## config.mk

```make
export PLATFORM = sky130hd
export DESIGN_NAME = qdc_chain_src
export DESIGN_NICKNAME = d
export VERILOG_FILES = /design/src/rtl/qdc_pkg.sv /design/src/rtl/qdc_tag_decode.sv /design/src/rtl/qdc_hold_buf.sv /design/src/rtl/qdc_chain_fsm.sv /design/src/rtl/qdc_chain_src.sv
export SDC_FILE = /design/constraint.sdc
export NUM_CORES = 1
export LEC_CHECK = 0
export CAP_MARGIN = 0
export CORE_AREA = 2 2 184 186
export CTS_CLUSTER_SIZE = 12
export DETAILED_ROUTE_END_ITERATION = 6
export DIE_AREA = 0 0 186 188
export PLACE_DENSITY_LB_ADDON = 0.3
export REMOVE_ABC_BUFFERS = 1
export SYNTH_ARGS = -nofsm -noshare
export SYNTH_HDL_FRONTEND = slang
export SYNTH_SLANG_ARGS = --single-unit
```

## constraint.sdc

```tcl
create_clock -name clk -period 2.9 [get_ports clk]
set_input_delay 0.87 -clock clk [delete_from_list [all_inputs] [get_ports clk]]
set_output_delay 0.87 -clock clk [all_outputs]
set_load 0.02 [all_outputs]
```

## src/rtl/qdc_pkg.sv

```systemverilog
package qdc_pkg;
  // Tag kind encodings (bits 30:28 of a tag)
  localparam logic [2:0] TK_REFE = 3'd0;
  localparam logic [2:0] TK_CNT  = 3'd1;
  localparam logic [2:0] TK_NEXT = 3'd2;
  localparam logic [2:0] TK_REF  = 3'd3;
  localparam logic [2:0] TK_END  = 3'd7;

  localparam int TAG_ID_LSB   = 28;
  localparam int TAG_IRQ_BIT  = 31;
  localparam int TAG_ADDR_LSB = 32;

  typedef enum logic [2:0] {
    S_IDLE,
    S_TAG_REQ,
    S_TAG_WAIT,
    S_XFER,
    S_TAG_DONE
  } state_e;
endpackage

```

## src/rtl/qdc_tag_decode.sv

```systemverilog
module qdc_tag_decode
  import qdc_pkg::*;
#(
  parameter int ADDR_W = 32,
  parameter int QW_W   = 128,
  parameter int CNT_W  = 16
) (
  input  logic [QW_W-1:0]   tag_word,
  input  logic [ADDR_W-1:0] tag_addr,
  output logic [CNT_W-1:0]  t_count,
  output logic [2:0]        t_kind,
  output logic              t_irq,
  output logic [ADDR_W-1:0] t_ptr,
  output logic [ADDR_W-1:0] t_data_addr,
  output logic [ADDR_W-1:0] t_follow,
  output logic              t_last
);
  localparam int QW_BYTES = QW_W / 8;
  localparam logic [ADDR_W-1:0] STEP = ADDR_W'(QW_BYTES);

  logic [ADDR_W-1:0] after_tag;
  logic unused_tag_bits;

  assign t_count   = tag_word[CNT_W-1:0];
  assign t_kind    = tag_word[TAG_ID_LSB +: 3];
  assign t_irq     = tag_word[TAG_IRQ_BIT];
  assign t_ptr     = tag_word[TAG_ADDR_LSB +: ADDR_W];
  assign after_tag = tag_addr + STEP;
  assign unused_tag_bits = ^{tag_word[QW_W-1:TAG_ADDR_LSB+ADDR_W], tag_word[TAG_ID_LSB-1:CNT_W]};

  always_comb begin
    t_data_addr = after_tag;
    t_follow    = after_tag;
    t_last      = 1'b0;
    case (t_kind)
      TK_REF: begin
        t_data_addr = t_ptr;
      end
      TK_REFE: begin
        t_data_addr = t_ptr;
        t_last      = 1'b1;
      end
      TK_CNT, TK_NEXT: begin
        // the tag address is resolved when the data run is exhausted
        t_follow = tag_addr;
      end
      default: begin
        t_last = 1'b1;
      end
    endcase
  end
endmodule

```

## src/rtl/qdc_hold_buf.sv

```systemverilog
module qdc_hold_buf #(
  parameter int QW_W = 128
) (
  input  logic            clk,
  input  logic            rst_n,
  input  logic            load,
  input  logic [QW_W-1:0] load_data,
  input  logic            fifo_full,
  output logic            hold_valid,
  output logic            fifo_wr,
  output logic [QW_W-1:0] fifo_data
);
  logic            valid_q, valid_d;
  logic [QW_W-1:0] data_q;

  assign hold_valid = valid_q;
  assign fifo_wr    = valid_q & ~fifo_full;
  assign fifo_data  = data_q;

  always_comb begin
    valid_d = valid_q;
    if (fifo_wr) valid_d = 1'b0;
    if (load)    valid_d = 1'b1;
  end

  always_ff @(posedge clk or negedge rst_n) begin
    if (!rst_n) begin
      valid_q <= 1'b0;
      data_q  <= '0;
    end else begin
      valid_q <= valid_d;
      if (load) data_q <= load_data;
    end
  end

  AST_NO_OVERWRITE: assert property (@(posedge clk) disable iff (!rst_n)
    load |-> (!valid_q || fifo_wr));
endmodule

```

## src/rtl/qdc_chain_fsm.sv

```systemverilog
module qdc_chain_fsm
  import qdc_pkg::*;
#(
  parameter int ADDR_W = 32,
  parameter int QW_W   = 128,
  parameter int CNT_W  = 16,
  parameter int PAD_W  = 16
) (
  input  logic                    clk,
  input  logic                    rst_n,
  input  logic                    cfg_start,
  input  logic                    cfg_stop,
  input  logic                    cfg_chain,
  input  logic                    cfg_tag_irq_en,
  input  logic [CNT_W+PAD_W-1:0]  cfg_count,
  input  logic [ADDR_W-1:0]       cfg_madr,
  input  logic [ADDR_W-1:0]       cfg_tadr,
  input  logic [3:0]              cfg_last_tag,
  input  logic                    mem_rvalid,
  input  logic [CNT_W-1:0]        t_count,
  input  logic [2:0]              t_kind,
  input  logic                    t_irq,
  input  logic [ADDR_W-1:0]       t_ptr,
  input  logic [ADDR_W-1:0]       t_data_addr,
  input  logic [ADDR_W-1:0]       t_follow,
  input  logic                    t_last,
  input  logic                    hold_valid,
  input  logic                    fifo_wr,
  output logic                    mem_req,
  output logic [ADDR_W-1:0]       mem_addr,
  output logic                    hold_load,
  output logic                    ch_active,
  output logic [ADDR_W-1:0]       ch_madr,
  output logic [ADDR_W-1:0]       ch_tadr,
  output logic [CNT_W-1:0]        ch_count,
  output logic                    irq
);
  localparam int QW_BYTES = QW_W / 8;
  localparam logic [ADDR_W-1:0] STEP = ADDR_W'(QW_BYTES);

  state_e            state_q, state_d;
  logic              chain_q, chain_d;
  logic              tie_q, tie_d;
  logic              fin_q, fin_d;
  logic              act_q, act_d;
  logic              pend_q, pend_d;
  logic              irq_q, irq_d;
  logic [2:0]        kind_q, kind_d;
  logic [ADDR_W-1:0] madr_q, madr_d;
  logic [ADDR_W-1:0] tadr_q, tadr_d;
  logic [ADDR_W-1:0] nxt_q, nxt_d;
  logic [CNT_W-1:0]  cnt_q, cnt_d;

  logic              pad_bad;
  logic              cnt_zero_in;

  assign pad_bad     = (cfg_count[CNT_W +: PAD_W] != '0);
  assign cnt_zero_in = (cfg_count[CNT_W-1:0] == '0);

  always_comb begin
    state_d   = state_q;
    chain_d   = chain_q;
    tie_d     = tie_q;
    fin_d     = fin_q;
    act_d     = act_q;
    pend_d    = pend_q;
    irq_d     = 1'b0;
    kind_d    = kind_q;
    madr_d    = madr_q;
    tadr_d    = tadr_q;
    nxt_d     = nxt_q;
    cnt_d     = cnt_q;
    mem_req   = 1'b0;
    mem_addr  = madr_q;
    hold_load = 1'b0;

    // data quadword returning from memory
    if (state_q == S_XFER && pend_q && mem_rvalid) begin
      madr_d    = madr_q + STEP;
      cnt_d     = cnt_q - 1'b1;
      pend_d    = 1'b0;
      hold_load = 1'b1;
    end

    case (state_q)
      S_IDLE: begin
        if (cfg_start) begin
          if (pad_bad) begin
            cnt_d = '0;
            irq_d = 1'b1;
            act_d = 1'b0;
          end else if (!cfg_chain && cnt_zero_in) begin
            irq_d = 1'b1;
            act_d = 1'b0;
          end else begin
            madr_d  = cfg_madr;
            cnt_d   = cfg_count[CNT_W-1:0];
            chain_d = cfg_chain;
            tie_d   = cfg_tag_irq_en;
            act_d   = 1'b1;
            if (!cfg_chain) begin
              fin_d   = 1'b1;
              state_d = S_XFER;
            end else if (cnt_zero_in) begin
              tadr_d  = cfg_tadr;
              fin_d   = 1'b0;
              state_d = S_TAG_REQ;
            end else begin
              tadr_d  = cfg_tadr;
              kind_d  = cfg_last_tag[2:0];
              fin_d   = cfg_last_tag[3] & cfg_tag_irq_en;
              state_d = S_XFER;
            end
          end
        end
      end

      S_TAG_REQ: begin
        if (!act_q) begin
          state_d = S_IDLE;
        end else begin
          mem_req  = 1'b1;
          mem_addr = tadr_q;
          pend_d   = 1'b1;
          state_d  = S_TAG_WAIT;
        end
      end

      S_TAG_WAIT: begin
        if (mem_rvalid) begin
          pend_d  = 1'b0;
          cnt_d   = t_count;
          kind_d  = t_kind;
          madr_d  = t_data_addr;
          tadr_d  = t_follow;
          nxt_d   = t_ptr;
          fin_d   = fin_q | t_last | (tie_q & t_irq);
          state_d = S_XFER;
        end
      end

      S_XFER: begin
        if (!pend_q) begin
          if (cnt_q == '0) begin
            state_d = S_TAG_DONE;
            if (chain_q) begin
              case (kind_q)
                TK_CNT:  tadr_d = madr_q;
                TK_NEXT: tadr_d = nxt_q;
                default: tadr_d = tadr_q;
              endcase
            end
          end else if (!act_q) begin
            state_d = S_IDLE;
          end else if (!hold_valid || fifo_wr) begin
            mem_req = 1'b1;
            pend_d  = 1'b1;
          end
        end
      end

      S_TAG_DONE: begin
        if (!fin_q) begin
          state_d = S_TAG_REQ;
        end else if (!hold_valid) begin
          irq_d   = 1'b1;
          act_d   = 1'b0;
          state_d = S_IDLE;
        end
      end

      default: state_d = S_IDLE;
    endcase

    if (cfg_stop) act_d = 1'b0;
  end

  always_ff @(posedge clk or negedge rst_n) begin
    if (!rst_n) begin
      state_q <= S_IDLE;
      chain_q <= 1'b0;
      tie_q   <= 1'b0;
      fin_q   <= 1'b0;
      act_q   <= 1'b0;
      pend_q  <= 1'b0;
      irq_q   <= 1'b0;
      kind_q  <= '0;
      madr_q  <= '0;
      tadr_q  <= '0;
      nxt_q   <= '0;
      cnt_q   <= '0;
    end else begin
      state_q <= state_d;
      chain_q <= chain_d;
      tie_q   <= tie_d;
      fin_q   <= fin_d;
      act_q   <= act_d;
      pend_q  <= pend_d;
      irq_q   <= irq_d;
      kind_q  <= kind_d;
      madr_q  <= madr_d;
      tadr_q  <= tadr_d;
      nxt_q   <= nxt_d;
      cnt_q   <= cnt_d;
    end
  end

  assign ch_active = act_q;
  assign ch_madr   = madr_q;
  assign ch_tadr   = tadr_q;
  assign ch_count  = cnt_q;
  assign irq       = irq_q;

  AST_ADDR_STEP: assert property (@(posedge clk) disable iff (!rst_n)
    (state_q == S_XFER && pend_q && mem_rvalid) |=>
      (madr_q == $past(madr_q) + STEP && cnt_q == $past(cnt_q) - 1'b1));

  AST_SINGLE_READ: assert property (@(posedge clk) disable iff (!rst_n)
    mem_req |=> !mem_req || !pend_q || mem_rvalid);

  AST_STOP_NO_REQ: assert property (@(posedge clk) disable iff (!rst_n)
    cfg_stop |=> !mem_req);

  AST_IRQ_STOPPED: assert property (@(posedge clk) disable iff (!rst_n)
    irq_q |-> !act_q);

  AST_IRQ_PULSE: assert property (@(posedge clk) disable iff (!rst_n)
    irq_q |=> !irq_q);

  AST_PAD_REJECT: assert property (@(posedge clk) disable iff (!rst_n)
    (state_q == S_IDLE && cfg_start && pad_bad) |=>
      (irq_q && cnt_q == '0 && !act_q));
endmodule

```

## src/rtl/qdc_chain_src.sv

```systemverilog
module qdc_chain_src #(
  parameter int ADDR_W = 32,
  parameter int QW_W   = 128,
  parameter int CNT_W  = 16,
  parameter int PAD_W  = 16
) (
  input  logic                   clk,
  input  logic                   rst_n,
  input  logic                   cfg_start,
  input  logic                   cfg_stop,
  input  logic                   cfg_chain,
  input  logic                   cfg_tag_irq_en,
  input  logic [CNT_W+PAD_W-1:0] cfg_count,
  input  logic [ADDR_W-1:0]      cfg_madr,
  input  logic [ADDR_W-1:0]      cfg_tadr,
  input  logic [3:0]             cfg_last_tag,
  output logic                   mem_req,
  output logic [ADDR_W-1:0]      mem_addr,
  input  logic                   mem_rvalid,
  input  logic [QW_W-1:0]        mem_rdata,
  input  logic                   fifo_full,
  output logic                   fifo_wr,
  output logic [QW_W-1:0]        fifo_data,
  output logic                   ch_active,
  output logic [ADDR_W-1:0]      ch_madr,
  output logic [ADDR_W-1:0]      ch_tadr,
  output logic [CNT_W-1:0]       ch_count,
  output logic                   irq
);
  logic [CNT_W-1:0]  t_count;
  logic [2:0]        t_kind;
  logic              t_irq;
  logic [ADDR_W-1:0] t_ptr;
  logic [ADDR_W-1:0] t_data_addr;
  logic [ADDR_W-1:0] t_follow;
  logic              t_last;
  logic              hold_valid;
  logic              hold_load;

  qdc_tag_decode #(.ADDR_W(ADDR_W), .QW_W(QW_W), .CNT_W(CNT_W)) u_dec (
    .tag_word    (mem_rdata),
    .tag_addr    (ch_tadr),
    .t_count     (t_count),
    .t_kind      (t_kind),
    .t_irq       (t_irq),
    .t_ptr       (t_ptr),
    .t_data_addr (t_data_addr),
    .t_follow    (t_follow),
    .t_last      (t_last)
  );

  qdc_chain_fsm #(.ADDR_W(ADDR_W), .QW_W(QW_W), .CNT_W(CNT_W), .PAD_W(PAD_W)) u_fsm (
    .clk            (clk),
    .rst_n          (rst_n),
    .cfg_start      (cfg_start),
    .cfg_stop       (cfg_stop),
    .cfg_chain      (cfg_chain),
    .cfg_tag_irq_en (cfg_tag_irq_en),
    .cfg_count      (cfg_count),
    .cfg_madr       (cfg_madr),
    .cfg_tadr       (cfg_tadr),
    .cfg_last_tag   (cfg_last_tag),
    .mem_rvalid     (mem_rvalid),
    .t_count        (t_count),
    .t_kind         (t_kind),
    .t_irq          (t_irq),
    .t_ptr          (t_ptr),
    .t_data_addr    (t_data_addr),
    .t_follow       (t_follow),
    .t_last         (t_last),
    .hold_valid     (hold_valid),
    .fifo_wr        (fifo_wr),
    .mem_req        (mem_req),
    .mem_addr       (mem_addr),
    .hold_load      (hold_load),
    .ch_active      (ch_active),
    .ch_madr        (ch_madr),
    .ch_tadr        (ch_tadr),
    .ch_count       (ch_count),
    .irq            (irq)
  );

  qdc_hold_buf #(.QW_W(QW_W)) u_hold (
    .clk        (clk),
    .rst_n      (rst_n),
    .load       (hold_load),
    .load_data  (mem_rdata),
    .fifo_full  (fifo_full),
    .hold_valid (hold_valid),
    .fifo_wr    (fifo_wr),
    .fifo_data  (fifo_data)
  );
endmodule

```

### After elaboration in Yosys (flattened, before gate mapping)

Cells that the tools add are included.

| cells by class | value |
|---|---|
| $add $sub $neg | 3 |
| eq/ne operators | 25 |
| mux-type cells | 84 |
| bitwise gates (word level) | 8 |
| reductions and logical operators | 25 |

Operator list:

| cell | number |
|---|---|
| $mux W32 | 17 |
| $pmux W32 S2 | 2 |
| $pmux W32 S3 | 1 |
| $mux W16 | 5 |
| $add A32 B5 Y32 const B | 2 |
| $mux W3 | 16 |
| $mux W1 | 33 |
| $logic_not A16 Y1 | 2 |
| $pmux W16 S2 | 1 |
| $ne A2 B2 Y1 const B | 9 |
| $reduce_bool A16 Y1 | 1 |
| $sub A16 B1 Y16 const B | 1 |
| $eq A3 B2 Y1 const B | 5 |
| $ne A3 B3 Y1 const B | 5 |
| $pmux W3 S5 | 1 |
| $reduce_and A7 Y1 | 2 |
| $reduce_and A11 Y1 | 1 |
| $eq A3 B1 Y1 const B | 3 |
| $pmux W1 S2 | 4 |
| $reduce_and A4 Y1 | 2 |
| $logic_not A3 Y1 | 2 |
| $pmux W3 S2 | 1 |
| $reduce_bool A3 Y1 | 2 |
| $reduce_and A5 Y1 | 1 |
| other kinds (15) | 26 |

| word-level totals | value |
|---|---|
| flip-flop bits (word level) | 253 |
| input port bits | 236 |
| logic and storage cells | 159 |

### Logic depth before layout (Yosys ltp)

Gate-level depths: netlist of run 1.

| logic depth | value |
|---|---|
| depth in word-level cells | 9 |
| mapped depth | 10 |

### Hierarchy

A second synthesis of run 1 with hierarchy kept.

| unflattened totals | value |
|---|---|
| cell total of the unflattened synthesis | 1381 |
| area total of the unflattened synthesis | 14722.9 µm² |

By module, submodules not included:

| module | times used | cells each | area an instance (µm²) | seq. area each (µm²) |
|---|---|---|---|---|
| qdc_chain_fsm | 1 | 829 | 8054.0 | 3103.0 |
| qdc_hold_buf | 1 | 273 | 4834.6 | 3228.1 |
| qdc_tag_decode | 1 | 279 | 1834.3 | 0.0 |

### Worst setup path after synthesis of run 1

Ideal clock, no wire load.

| path | value |
|---|---|
| path kind | register -> output |
| from | register u_fsm.cnt_q[10] (netlist: u_fsm.ch_count[10]) |
| to | output port mem_req |
| arrival time | 1.889 ns |
| data required time | 2.030 ns |
| path slack | 0.141 ns |
| cell stages (with the launch flop) | 7 |
| buffers on the path | 0 |
| cells stage by stage | dfrtp_1 or4_4 nor4_4 nand3_2 nand3_1 nor3b_1 or2_2 |

| on the way | value |
|---|---|
| word-level cells in the longest chain between the ends | 4 |

RTL lines:

| item | RTL line | RTL |
|---|---|---|
| start, declared | qdc_chain_fsm.sv:52 | `logic [CNT_W-1:0] cnt_q, cnt_d;` |
| start signal, assigned | qdc_chain_fsm.sv:204 | `cnt_q <= cnt_d;` |
| $logic_not A16 Y1 | qdc_chain_fsm.sv:144 | `if (cnt_q == '0) begin` |
| $mux W1 | qdc_chain_fsm.sv:144 |  |
| $mux W1 | qdc_chain_fsm.sv:143 | `if (!pend_q) begin` |
| $pmux W1 S2 | qdc_chain_fsm.sv:85 | `case (state_q)` |
| end, declared | qdc_chain_src.sv:17 | `output logic mem_req,` |

No other way between the ends.

### Final worst setup path of run 1

| path | value |
|---|---|
| from | register u_fsm.cnt_q[9] (netlist: u_fsm.ch_count[9]) |
| to | output port mem_req |

The elaborated chain is that of the path after synthesis.

==> metrics.cfg, run 1 <==
[job]
max-cap-violations = 0

[cells_and_area]
regArea_um2 = 6330
layout.nets = 2347
fillers = 2826
finalInstanceArea_um2 = 20700
multi_input_area_um2 = 6680
drive_above_1_share_pct = 13.9
post-route-util_pct = 62.6
synthToLayoutAreaGrowth_pct = 55.6

[setup_path]
worstPathRequired_ps = 2030
worst_path_largest_cell_delay_ps = 560
timing.rr.start = u_fsm.ch_count[9]$_DFF_PN0_
cp-startpoint = u_fsm.ch_count[9]$_DFF_PN0_
cp_cell_sequence = or4_4 -> nor4_4 -> nand3_2 -> nand3_2 -> nor3b_1 -> or2_4 -> buf_6
cpMostUsedCell = nand3_2
cp_max_fo = 2
crit_family = simple AND/OR/NAND/NOR gates
slowest_stage = or4_4
cp.arrival_ps = 2420
worstSetupPathType = flip-flop to output pin
endpoint_kind = output pin
worst-path-buf-inv = 1
cp-start-kind = flip-flop

[floorplanning]
coreArea_um2 = 33100
io_pins = 480
die_x_um = 186
die_h_um = 188
die-area_um2 = 35000
start_util_pct = 40.2
rows = 67

[logic_synthesis]
ys_warn_count = 0
ys_seq_area_share_pct = 47.5
synth_edf_count = 0
async_flop_share_pct = 100
avgSynthCellArea_um2 = 8.52
syn_inst = 1564
synth_area_um2 = 13300
ys_types = 65
synth_ff_type = dfrtp_1
ys_seq_elements = 253

[sta]
worstMarginPinSlew_ps = 697
fin_crit_sh_pct = 113
fmax_mhz = 304
period_needed_ps = 3290
skew_ps = 15.9
whs_ps = 304
hold_viol_final = 0
setup_ws_ps = -386
rsz0062_at_grt = yes
slew_headroom_pct = 53.6
setup_viol = 33
slew_violations = 0

[grt]
grt_pass1_wl_mm = 80.9
grt_pass1_vias = 14212
grt_max_degree = 133
gr-usage-all-layers_pct = 30.0
gr-total-overflow = 0
grt_antenna_before_repair = 4

[clock_network]
cts_hold_buffers = 0
cts_max_level = 1
clk_latency_ps = 560
tritoncts = built
cts_root_buffer = clkbuf_16
clock_tree.buffer_depth = 3
cts_buffers = 29
clk_pin_slew_ps = 60
clock-sinks = 253

[detailed_routing]
wire_per_inst_um = 20.9
viasPerCell = 5.42
dr_total_vias = 13985
drt_iter0_drc = 1187
wirelength_mm = 53.9
antenna_left = 0
drc = 0
first_pass_iters = 6

[placed_design]
dp_hpwl_mm = 37.8
gp_congestion = 0.919
post_dp_cell_area_um2 = 19300
io_buffers = 479

[outcome]
failed_checks = setup timing
status = finished, violations left

[pwr]
powerDensity_nw_per_um2 = 995
p_leak_nw = 9.34
vdd_ir_drop_max_mv = 0.533

[min_path]
hold_path_class = input port to async pin

flip-flops by register name, indices dropped and copies added (netlist names):
register,cells
u_hold.fifo_data,128
u_fsm.ch_madr,32
u_fsm.ch_tadr,32
u_fsm.nxt_q,32
u_fsm.ch_count,16
u_fsm.kind_q,3
u_fsm.state_q,3
u_fsm.ch_active,1
u_fsm.chain_q,1
u_fsm.fin_q,1
u_fsm.irq,1
u_fsm.pend_q,1
u_fsm.tie_q,1
u_hold.hold_valid,1
layout make-up:
| cell class | instances | area share, % |
|---|---|---|
| inverter | 14 | 0.254 |
| sequential | 253 | 30.6 |
| tap | 448 | 2.71 |
| antenna | 3 | 0.0362 |
| timing repair buffer | 610 | 29.2 |
| clock inverter | 9 | 0.725 |
| multi-input combinational | 1200 | 32.2 |
| clock buffer | 42 | 4.27 |
power breakdown:
| group | total (mW) | internal [mW] | switching, mW | leakage [nW] |
|---|---|---|---|---|
| logic | 10.3 | 4.79 | 5.55 | 5.54 |
| clock network | 3.99 | 2.45 | 1.54 | 0.507 |
| registers | 6.29 | 4.87 | 1.42 | 3.29 |
routing by layer:
metal	share of wire (%)	global-route usage, %	vias to the layer above
li1	-	-	6366
met1	38	36.9	6688
met2	48	49.6	762
met3	9.6	7.42	167
met4	4.3	13.1	2
met5	0.022	0	-
synthesized netlist by cell type, types with 4 or more instances:
cell        n  area share [%]
nor4_1     12            0.56
o221ai_1   20             1.3
o21ai_1    45             1.7
nand4_1    14            0.66
a211oi_1   15            0.85
o22a_1      4            0.26
inv_1      14            0.39
a221oi_1    6            0.39
nor2b_1     7            0.33
and2_1      5            0.23
and3_1     11            0.52
nand3_1    34             1.3
nand2b_1    4            0.19
mux2i_1    47             3.5
nand2_1   581              16
xnor2_1    42             2.8
a31oi_1     7            0.33
nor3_1     10            0.38
nor2_1     89             2.5
a21oi_1    61             2.3
o21ai_0    37             1.4
xor2_1     28             1.8
buf_2      21            0.79
a22oi_1     6            0.34
a221o_1     9            0.68
o22ai_1     5            0.23
dfrtp_1   253              48
clkbuf_1   60             1.7
mux2_2     39             3.3
buf_1      12            0.34
a222oi_1    8            0.60
through the flow:
| step | setup slack (ps) | std cells | power, mW | TNS, ps |
|---|---|---|---|---|
| floorplan | -2470 | 1467 | 11.1 | -305970 |
| global placement | -353 | 2501 | 16.2 | -21160 |
| detailed placement | -453 | 2501 | 16.4 | -30760 |
| CTS | -476 | 2565 | 20.4 | -4280 |
| global route | -454 | 2579 | 21.7 | -8150 |
| finish | -386 | 2579 | 20.6 | -5160 |
placed cells by master, fill, tap and decap left out, types with 15 or more instances in the layout:
cell type	synthesis	layout
o21ai_0	37	37
clkbuf_16	0	30
a211oi_1	15	15
buf_12	0	20
xnor2_1	42	42
nor2_1	89	88
mux2_2	39	21
xor2_1	28	28
clkdlybuf4s50_1	0	443
dfrtp_1	253	253
buf_6	3	32
o221ai_1	20	20
nand3_1	34	32
buf_4	1	97
mux2i_1	47	47
buf_2	21	15
mux2_4	0	18
a21oi_1	61	60
nand2_1	581	579
o21ai_1	45	41
worst paths after layout:
kind	depth (start not counted)	slack [ps]	endpoint
setup reg to reg	12	20	u_fsm.ch_tadr[6]$_DFFE_PN0P_
hold / removal	1	300	u_hold.fifo_data[10]$_DFFE_PN0N_
max in group asynchronous	2	1850	u_fsm.ch_madr[2]$_DFFE_PN0P_
hold reg to reg	2	470	u_hold.fifo_data[60]$_DFFE_PN0N_
min in group clk	2	470	u_hold.fifo_data[60]$_DFFE_PN0N_
setup / recovery	7	-390	mem_req
repair_timing:
| item | 4_1_cts | 5_1_grt |
|---|---|---|
| endpoints found under the setup margin | 33 | 56 |
| pin swaps | 5 | 4 |
| setup buffers | 13 | 13 |
| gates resized for setup | 164 | 59 |
| gates cloned | 1 | 1 |
worst reg2reg max path, cell delays in order, from the launching register on:
cell and delay (ps):
dfrtp_1 380, or4_4 560, nor4_4 220, nand3_2 160
buf_4 160, buf_4 120, buf_4 140, nor4b_4 290
o211ai_4 200, buf_6 200, buf_6 150, o21ai_1 120
o21ai_1 70
cell families (layout without fill, tap and decap cells):
logic type | count (synthesis) | after routing | synth area share (%)
AND/OR/NAND/NOR | 801 | 801 | 25.7
flip-flops | 253 | 253 | 47.5
AO/OA/AOI/OAI | 240 | 240 | 11.5
buffers and inverters | 111 | 675 | 3.52
multiplexers | 86 | 86 | 6.83
XOR/XNOR | 70 | 70 | 4.60
adder cells (fa/ha/maj) | 3 | 3 | 0.282
other | 0 | 3 | 0
(Power assumes the default switching activity.)
==> run 2, diff against run 1 <==
--- a/config.mk
+++ b/config.mk
@@ -6,12 +6,13 @@
 export NUM_CORES = 1
 export LEC_CHECK = 0
 export CAP_MARGIN = 0
-export CORE_AREA = 2 2 184 186
+export CORE_AREA = 2 2 186 188
 export CTS_CLUSTER_SIZE = 12
 export DETAILED_ROUTE_END_ITERATION = 6
-export DIE_AREA = 0 0 186 188
+export DIE_AREA = 0 0 188 190
 export PLACE_DENSITY_LB_ADDON = 0.3
 export REMOVE_ABC_BUFFERS = 1
 export SYNTH_ARGS = -nofsm -noshare
 export SYNTH_HDL_FRONTEND = slang
+export SYNTH_HIERARCHICAL = 1
 export SYNTH_SLANG_ARGS = --single-unit
==> constraint.sdc (replaced) <==
create_clock -name clk -period 2.9 [get_ports clk]
set_input_delay 0.29 -clock clk [delete_from_list [all_inputs] [get_ports clk]]
set_output_delay 0.29 -clock clk [all_outputs]
set_load 0.02 [all_outputs]
==> metrics.cfg, run 2 <==
[setup_path]
cp_max_fo = 20  ; +18
cp.arrival_ps = 2520  ; +100 ps
endpoint_kind = output pin
worstPathRequired_ps = 2610  ; +580 ps
cp-start-kind = flip-flop
timing.rr.start = u_fsm/state_q[0]$_DFFE_PN0P_
worstSetupPathType = flip-flop to output pin
cp-startpoint = u_fsm/state_q[2]$_DFFE_PN0P_

[grt]
grt_antenna_before_repair = 0  ; -4
grt_max_degree = 82  ; -38%
gr-usage-all-layers_pct = 27.5  ; -2.4 points
grt_pass1_wl_mm = 76.9  ; -4.9%
grt_pass1_vias = 13036  ; -8.3%
gr-total-overflow = 0  ; unchanged

[logic_synthesis]
ys_warn_count = 6  ; +6
async_flop_share_pct = 100  ; unchanged
ys_seq_elements = 253  ; unchanged
synth_area_um2 = 14700  ; +11%
yosysMostFrequentCell = dfrtp_1
ys_seq_area_share_pct = 43.0  ; -4.5 points
synth_ff_type = dfrtp_1
synthTopCellsByCount = 253 x dfrtp_1, 200 x mux2_2, 189 x nand2_1
synth_top_cell_area_share_pct = 43.0  ; -4.5 points
ys_types = 72  ; +11%
synth_top_area_cell = dfrtp_1
synth_edf_count = 0  ; unchanged
syn_inst = 1381  ; -12%
avgSynthCellArea_um2 = 10.7  ; +25%
synth_area_leaders = dfrtp_1 43%, mux2_2 15%, mux2i_1 5.1%

[detailed_routing]
wirelength_mm = 50.4  ; -6.4%
drc = 0  ; unchanged
drt_iter0_drc = 948  ; -20%
wire_per_inst_um = 22.1  ; +5.9%
dr_total_vias = 12693  ; -9.2%
first_pass_iters = 5  ; -1
viasPerCell = 5.57  ; +2.7%
antenna_left = 0  ; unchanged

[pwr]
clock_power_share_pct = 17.7  ; -1.7 points
intPower_mw = 13.0  ; +7.4%
swShare_pct = 40.0  ; -1.3 points
p_seq_share_pct = 30.6  ; about the same
comb_power_share_pct = 51.8  ; +1.7 points
power_mw = 21.7  ; +5.0%
p_leak_nw = 8.69  ; -6.9%
vdd_ir_drop_max_mv = 0.644  ; +21%
powerDensity_nw_per_um2 = 1040  ; +4.7%
power.net_switching_mw = 8.66  ; +1.8%

[floorplanning]
start_util_pct = 43.4  ; +3.2 points
die_h_um = 190  ; +1.1%
rows = 68  ; +1.5%
coreArea_um2 = 33900  ; +2.5%
io_pins = 480  ; unchanged
die_x_um = 188  ; +1.1%
die-area_um2 = 35700  ; +2.2%

[sta]
setup_tns_ps = 0  ; +5160 ps
setup_viol = 0  ; -100%
slew_violations = 0  ; unchanged
worstMarginPinSlew_ps = 812  ; +116 ps
fin_crit_sh_pct = 96.9  ; -16 points
period_needed_ps = 2810  ; -476 ps
fmax_mhz = 356  ; +17%
rsz0062_at_grt = no
skew_ps = 19.3  ; +3.41 ps
slew_headroom_pct = 45.9  ; -7.7 points
hold_viol_final = 0  ; unchanged

[cells_and_area]
diodes = 0  ; -3
synthToLayoutAreaGrowth_pct = 41.2
fillers = 2747  ; -2.8%
layout.nets = 2043  ; -13%
multi_input_area_um2 = 7490  ; +12%
regArea_um2 = 6330  ; about the same
drive_above_1_share_pct = 20.3  ; +6.5 points
final_cell_mix = 470 x clkdlybuf4s50_1, 252 x dfrtp_1, 200 x mux2_2
final_common_cell = clkdlybuf4s50_1
post-route-util_pct = 61.2  ; -1.3 points
largest_reg_flops = 128  ; unchanged

[placed_design]
gp_congestion = 0.888  ; -3.4%
dp_hpwl_mm = 35.9  ; -5.1%
io_buffers = 479  ; unchanged

[outcome]
status = finished, final reports clean

[clock_network]
clock-sinks = 253  ; unchanged
tritoncts = built
cts_max_level = 1  ; unchanged
cts_buffers = 30  ; +3.4%
clk_pin_slew_ps = 60  ; about the same
clock_tree.buffer_depth = 3  ; unchanged
cts_root_buffer = clkbuf_16
clk_latency_ps = 570  ; about the same

[min_path]
hold_path_class = input port to async pin

[job]
max-cap-violations = 0  ; unchanged

[run 2: final timing paths]
check,to,slack [ps],cells past startpoint
worst max-delay path,mem_addr[3],90,5
worst min-delay path,u_hold/fifo_data[59]$_DFFE_PN0P_,280,2
worst max register to register,u_fsm/ch_madr[21]$_DFF_PN0_,230,8
worst min register to register,u_hold/fifo_data[16]$_DFFE_PN0P_,500,1
max in group asynchronous,u_fsm/state_q[0]$_DFFE_PN0P_,1790,3
min in group clk,u_fsm/ch_madr[16]$_DFF_PN0_,320,3
[run 2: worst max-delay path, stage by stage, from the launching register on]
cell	delay (ps)
dfrtp_1	370
buf_4	180
nor3_4	240
buf_12	250
mux2_2	360
clkdlybuf4s50_1	550
[run 2: power by group through the flow]
stage	Combinational (mW)	Clock (mW)	Sequential, mW
floorplan	4.70	0	7.92
global placement	11.0	0	6.58
detailed placement	11.1	0	6.66
CTS	11.2	3.89	6.60
global route	11.9	4.03	6.84
finish	11.2	3.83	6.62
[run 2: layout make-up]
type                    instances  area share (%)
clock buffers                  46            4.33
repair buffers                536            25.7
flip-flops and latches        253            30.5
multi-input cells             972            36.1
clock inverters                 6           0.451
inverters                      11           0.223
well taps                     455            2.74
[run 2: timing repair]
item | CTS | global route
endpoints found under the setup margin | 33 | 27
endpoints found under the hold margin | 74 | 0
resized for setup | 11 | 3
cloned | 0 | 0
setup buffers | 1 | 0
hold buffers | 1 | 0
pin swaps | 1 | 1
[run 2: metal layers]
layer | vias to the layer above | GRT usage, % | part of all wire (%)
met3 | 83 | 6.46 | 8.6
met4 | 0 | 7.27 | 2.2
met2 | 598 | 47.8 | 50
met1 | 6299 | 34.5 | 39
met5 | - | 0 | 0
li1 | 5713 | - | -
[run 2: through the flow]
step	cell area [um2]	std cells	setup slack (ps)	hold WS, ps
CTS	20800	2279	-22.6	301
detailed placement	19800	2225	231	315
global placement	19800	2225	238	350
floorplan	13800	1236	-2520	-5.59
finish	20800	2279	90.3	277
global route	20800	2279	3.27	320
[run 2: logic make-up after synthesis]
group | after synthesis | share of synthesized area (%)
AND/OR/NAND/NOR | 385 | 13.1
multiplexers | 309 | 23.8
flip-flops | 253 | 43.0
AO/OA/AOI/OAI | 178 | 7.69
buffers and inverters | 156 | 6.46
XOR/XNOR | 97 | 5.77
adder cells (fa/ha/maj) | 3 | 0.255
==> run 3, diff against run 2 <==
--- a/config.mk
+++ b/config.mk
@@ -12,7 +12,9 @@
 export DIE_AREA = 0 0 188 190
 export PLACE_DENSITY_LB_ADDON = 0.3
 export REMOVE_ABC_BUFFERS = 1
+export SKIP_CTS_REPAIR_TIMING = 1
 export SYNTH_ARGS = -nofsm -noshare
 export SYNTH_HDL_FRONTEND = slang
 export SYNTH_HIERARCHICAL = 1
 export SYNTH_SLANG_ARGS = --single-unit
+export TNS_END_PERCENT = 1
==> metrics.cfg, run 3 (synthesis gave the netlist of run 2 again) <==
[grt]
gr-usage-all-layers_pct = 27.5  ; about the same
grt_antenna_before_repair = 0  ; unchanged
grt_pass1_wl_mm = 76.9  ; about the same
grt_pass1_vias = 13025  ; -0.084%
grt_max_degree = 82  ; unchanged
gr-total-overflow = 0  ; unchanged

[pwr]
swShare_pct = 40.0  ; about the same
p_leak_nw = 8.76  ; +0.74%
power_mw = 21.7  ; +0.12%
intPower_mw = 13.0  ; +0.16%
comb_power_share_pct = 51.8  ; about the same
p_seq_share_pct = 30.6  ; about the same
clock_power_share_pct = 17.6  ; about the same
power.net_switching_mw = 8.67  ; about the same
vdd_ir_drop_max_mv = 0.643  ; about the same
powerDensity_nw_per_um2 = 1040  ; about the same

[detailed_routing]
wirelength_mm = 50.5  ; +0.19%
wire_per_inst_um = 22.2  ; +0.14%
antenna_left = 0  ; unchanged
drc = 0  ; unchanged
viasPerCell = 5.55  ; -0.34%
drt_iter0_drc = 1021  ; +7.7%
dr_total_vias = 12655  ; -0.30%
first_pass_iters = 5  ; unchanged

[setup_path]
worst-path-buf-inv = 3  ; unchanged
cp_max_fo = 20  ; unchanged
crit_family = buffers and inverters
cp_cell_sequence = buf_4 -> nor3_4 -> buf_12 -> mux2_2 -> clkdlybuf4s50_1
worstSetupPathType = flip-flop to output pin
cp-start-kind = flip-flop
reg2reg_slack_ps = 300  ; +70 ps
timing.rr.start = u_fsm/ch_count[10]$_DFF_PN0_
worst_path_largest_cell_delay_ps = 550  ; about the same
cp.arrival_ps = 2520  ; about the same
endpoint_kind = output pin
reg2regPathDepth = 7  ; -1
worstPathRequired_ps = 2610  ; about the same
slowest_stage = clkdlybuf4s50_1
rr_endpoint = u_fsm/ch_tadr[26]$_DFFE_PN0P_
cp-startpoint = u_fsm/state_q[2]$_DFFE_PN0P_

[clock_network]
cts_root_buffer = clkbuf_16
clock-sinks = 253  ; unchanged
cts_max_level = 1  ; unchanged
clk_pin_slew_ps = 60  ; about the same
cts_buffers = 30  ; unchanged
clock_tree.buffer_depth = 3  ; unchanged
tritoncts = built
clk_latency_ps = 570  ; about the same

[sta]
skew_ps = 19.0  ; -0.263 ps
slew_headroom_pct = 46.9  ; +1.1 points
slew_violations = 0  ; unchanged
period_needed_ps = 2810  ; -0.591 ps
fmax_mhz = 356  ; about the same
worstMarginPinSlew_ps = 796  ; -16.1 ps
hold_viol_final = 0  ; unchanged
fin_crit_sh_pct = 96.9  ; about the same
whs_ps = 280  ; +2.31 ps
rsz0062_at_grt = yes
setup_viol = 0  ; unchanged

[floorplanning]
coreArea_um2 = 33900  ; unchanged
die-area_um2 = 35700  ; unchanged
start_util_pct = 43.4  ; unchanged
io_pins = 480  ; unchanged
die_x_um = 188  ; unchanged
rows = 68  ; unchanged
die_h_um = 190  ; unchanged

[cells_and_area]
final_common_cell = clkdlybuf4s50_1
diodes = 0  ; unchanged
largest_reg_flops = 128  ; unchanged
drive_above_1_share_pct = 20.3  ; about the same
layout.nets = 2044  ; +0.049%
multi_input_area_um2 = 7490  ; unchanged
fillers = 2748  ; +0.036%
final_cell_mix = 470 x clkdlybuf4s50_1, 252 x dfrtp_1, 200 x mux2_2
synthToLayoutAreaGrowth_pct = 41.4
regArea_um2 = 6330  ; unchanged

[outcome]
status = finished, final reports clean

[job]
max-cap-violations = 0  ; unchanged

[placed_design]
dp_hpwl_mm = 35.9  ; unchanged
gp_congestion = 0.888  ; unchanged
io_buffers = 479  ; unchanged

[min_path]
hold_path_class = input port to async pin

[run 3: routing by layer]
| metal | part of all wire, % | track usage, % |
|---|---|---|
| met1 | 39 | 34.4 |
| met2 | 50 | 47.8 |
| met3 | 8.9 | 6.40 |
| met4 | 2.2 | 7.18 |
| met5 | 0 | 0 |
[run 3: cell type report]
class,count,share of cell area (%)
multi-input combinational,972,36.0
sequential,253,30.4
timing repair buffer,537,25.8
clock buffer,46,4.33
tap,455,2.73
clock inverter,6,0.451
inverter,11,0.222
[run 3: power by group through the flow]
stage               clock [mW]  sequential, mW  combinational (mW)
detailed placement           0            6.66                11.1
CTS                       3.89            6.63                11.2
global placement             0            6.58                11.0
finish                    3.82            6.63                11.2
global route              4.04            6.84                11.9
floorplan                    0            7.92                4.70
[run 3: worst max path at each step]
| stage | end | slack, ps | cells after the start |
|---|---|---|---|
| floorplan | u_fsm/ch_count[10]$_DFF_PN0_ | -2520 | 7 |
| global placement | u_fsm/ch_tadr[24]$_DFFE_PN0P_ | 240 | 10 |
| detailed placement | u_fsm/ch_tadr[26]$_DFFE_PN0P_ | 230 | 10 |
| CTS | mem_req | -290 | 6 |
| global route | mem_addr[3] | 2 | 5 |
| finish | mem_addr[3] | 90 | 5 |
[run 3: through the flow]
| stage | setup slack (ps) | utilization [%] | instance area [um2] | TNS, ps | instances |
|---|---|---|---|---|---|
| CTS | -286 | 61.1 | 20800 | -5150 | 2277 |
| global route | 2.19 | 61.3 | 20800 | 0 | 2280 |
| global placement | 238 | 58.2 | 19800 | 0 | 2225 |
| finish | 90.9 | 61.3 | 20800 | 0 | 2280 |
| floorplan | -2520 | - | 13800 | -458820 | 1236 |
| detailed placement | 231 | 58.2 | 19800 | 0 | 2225 |
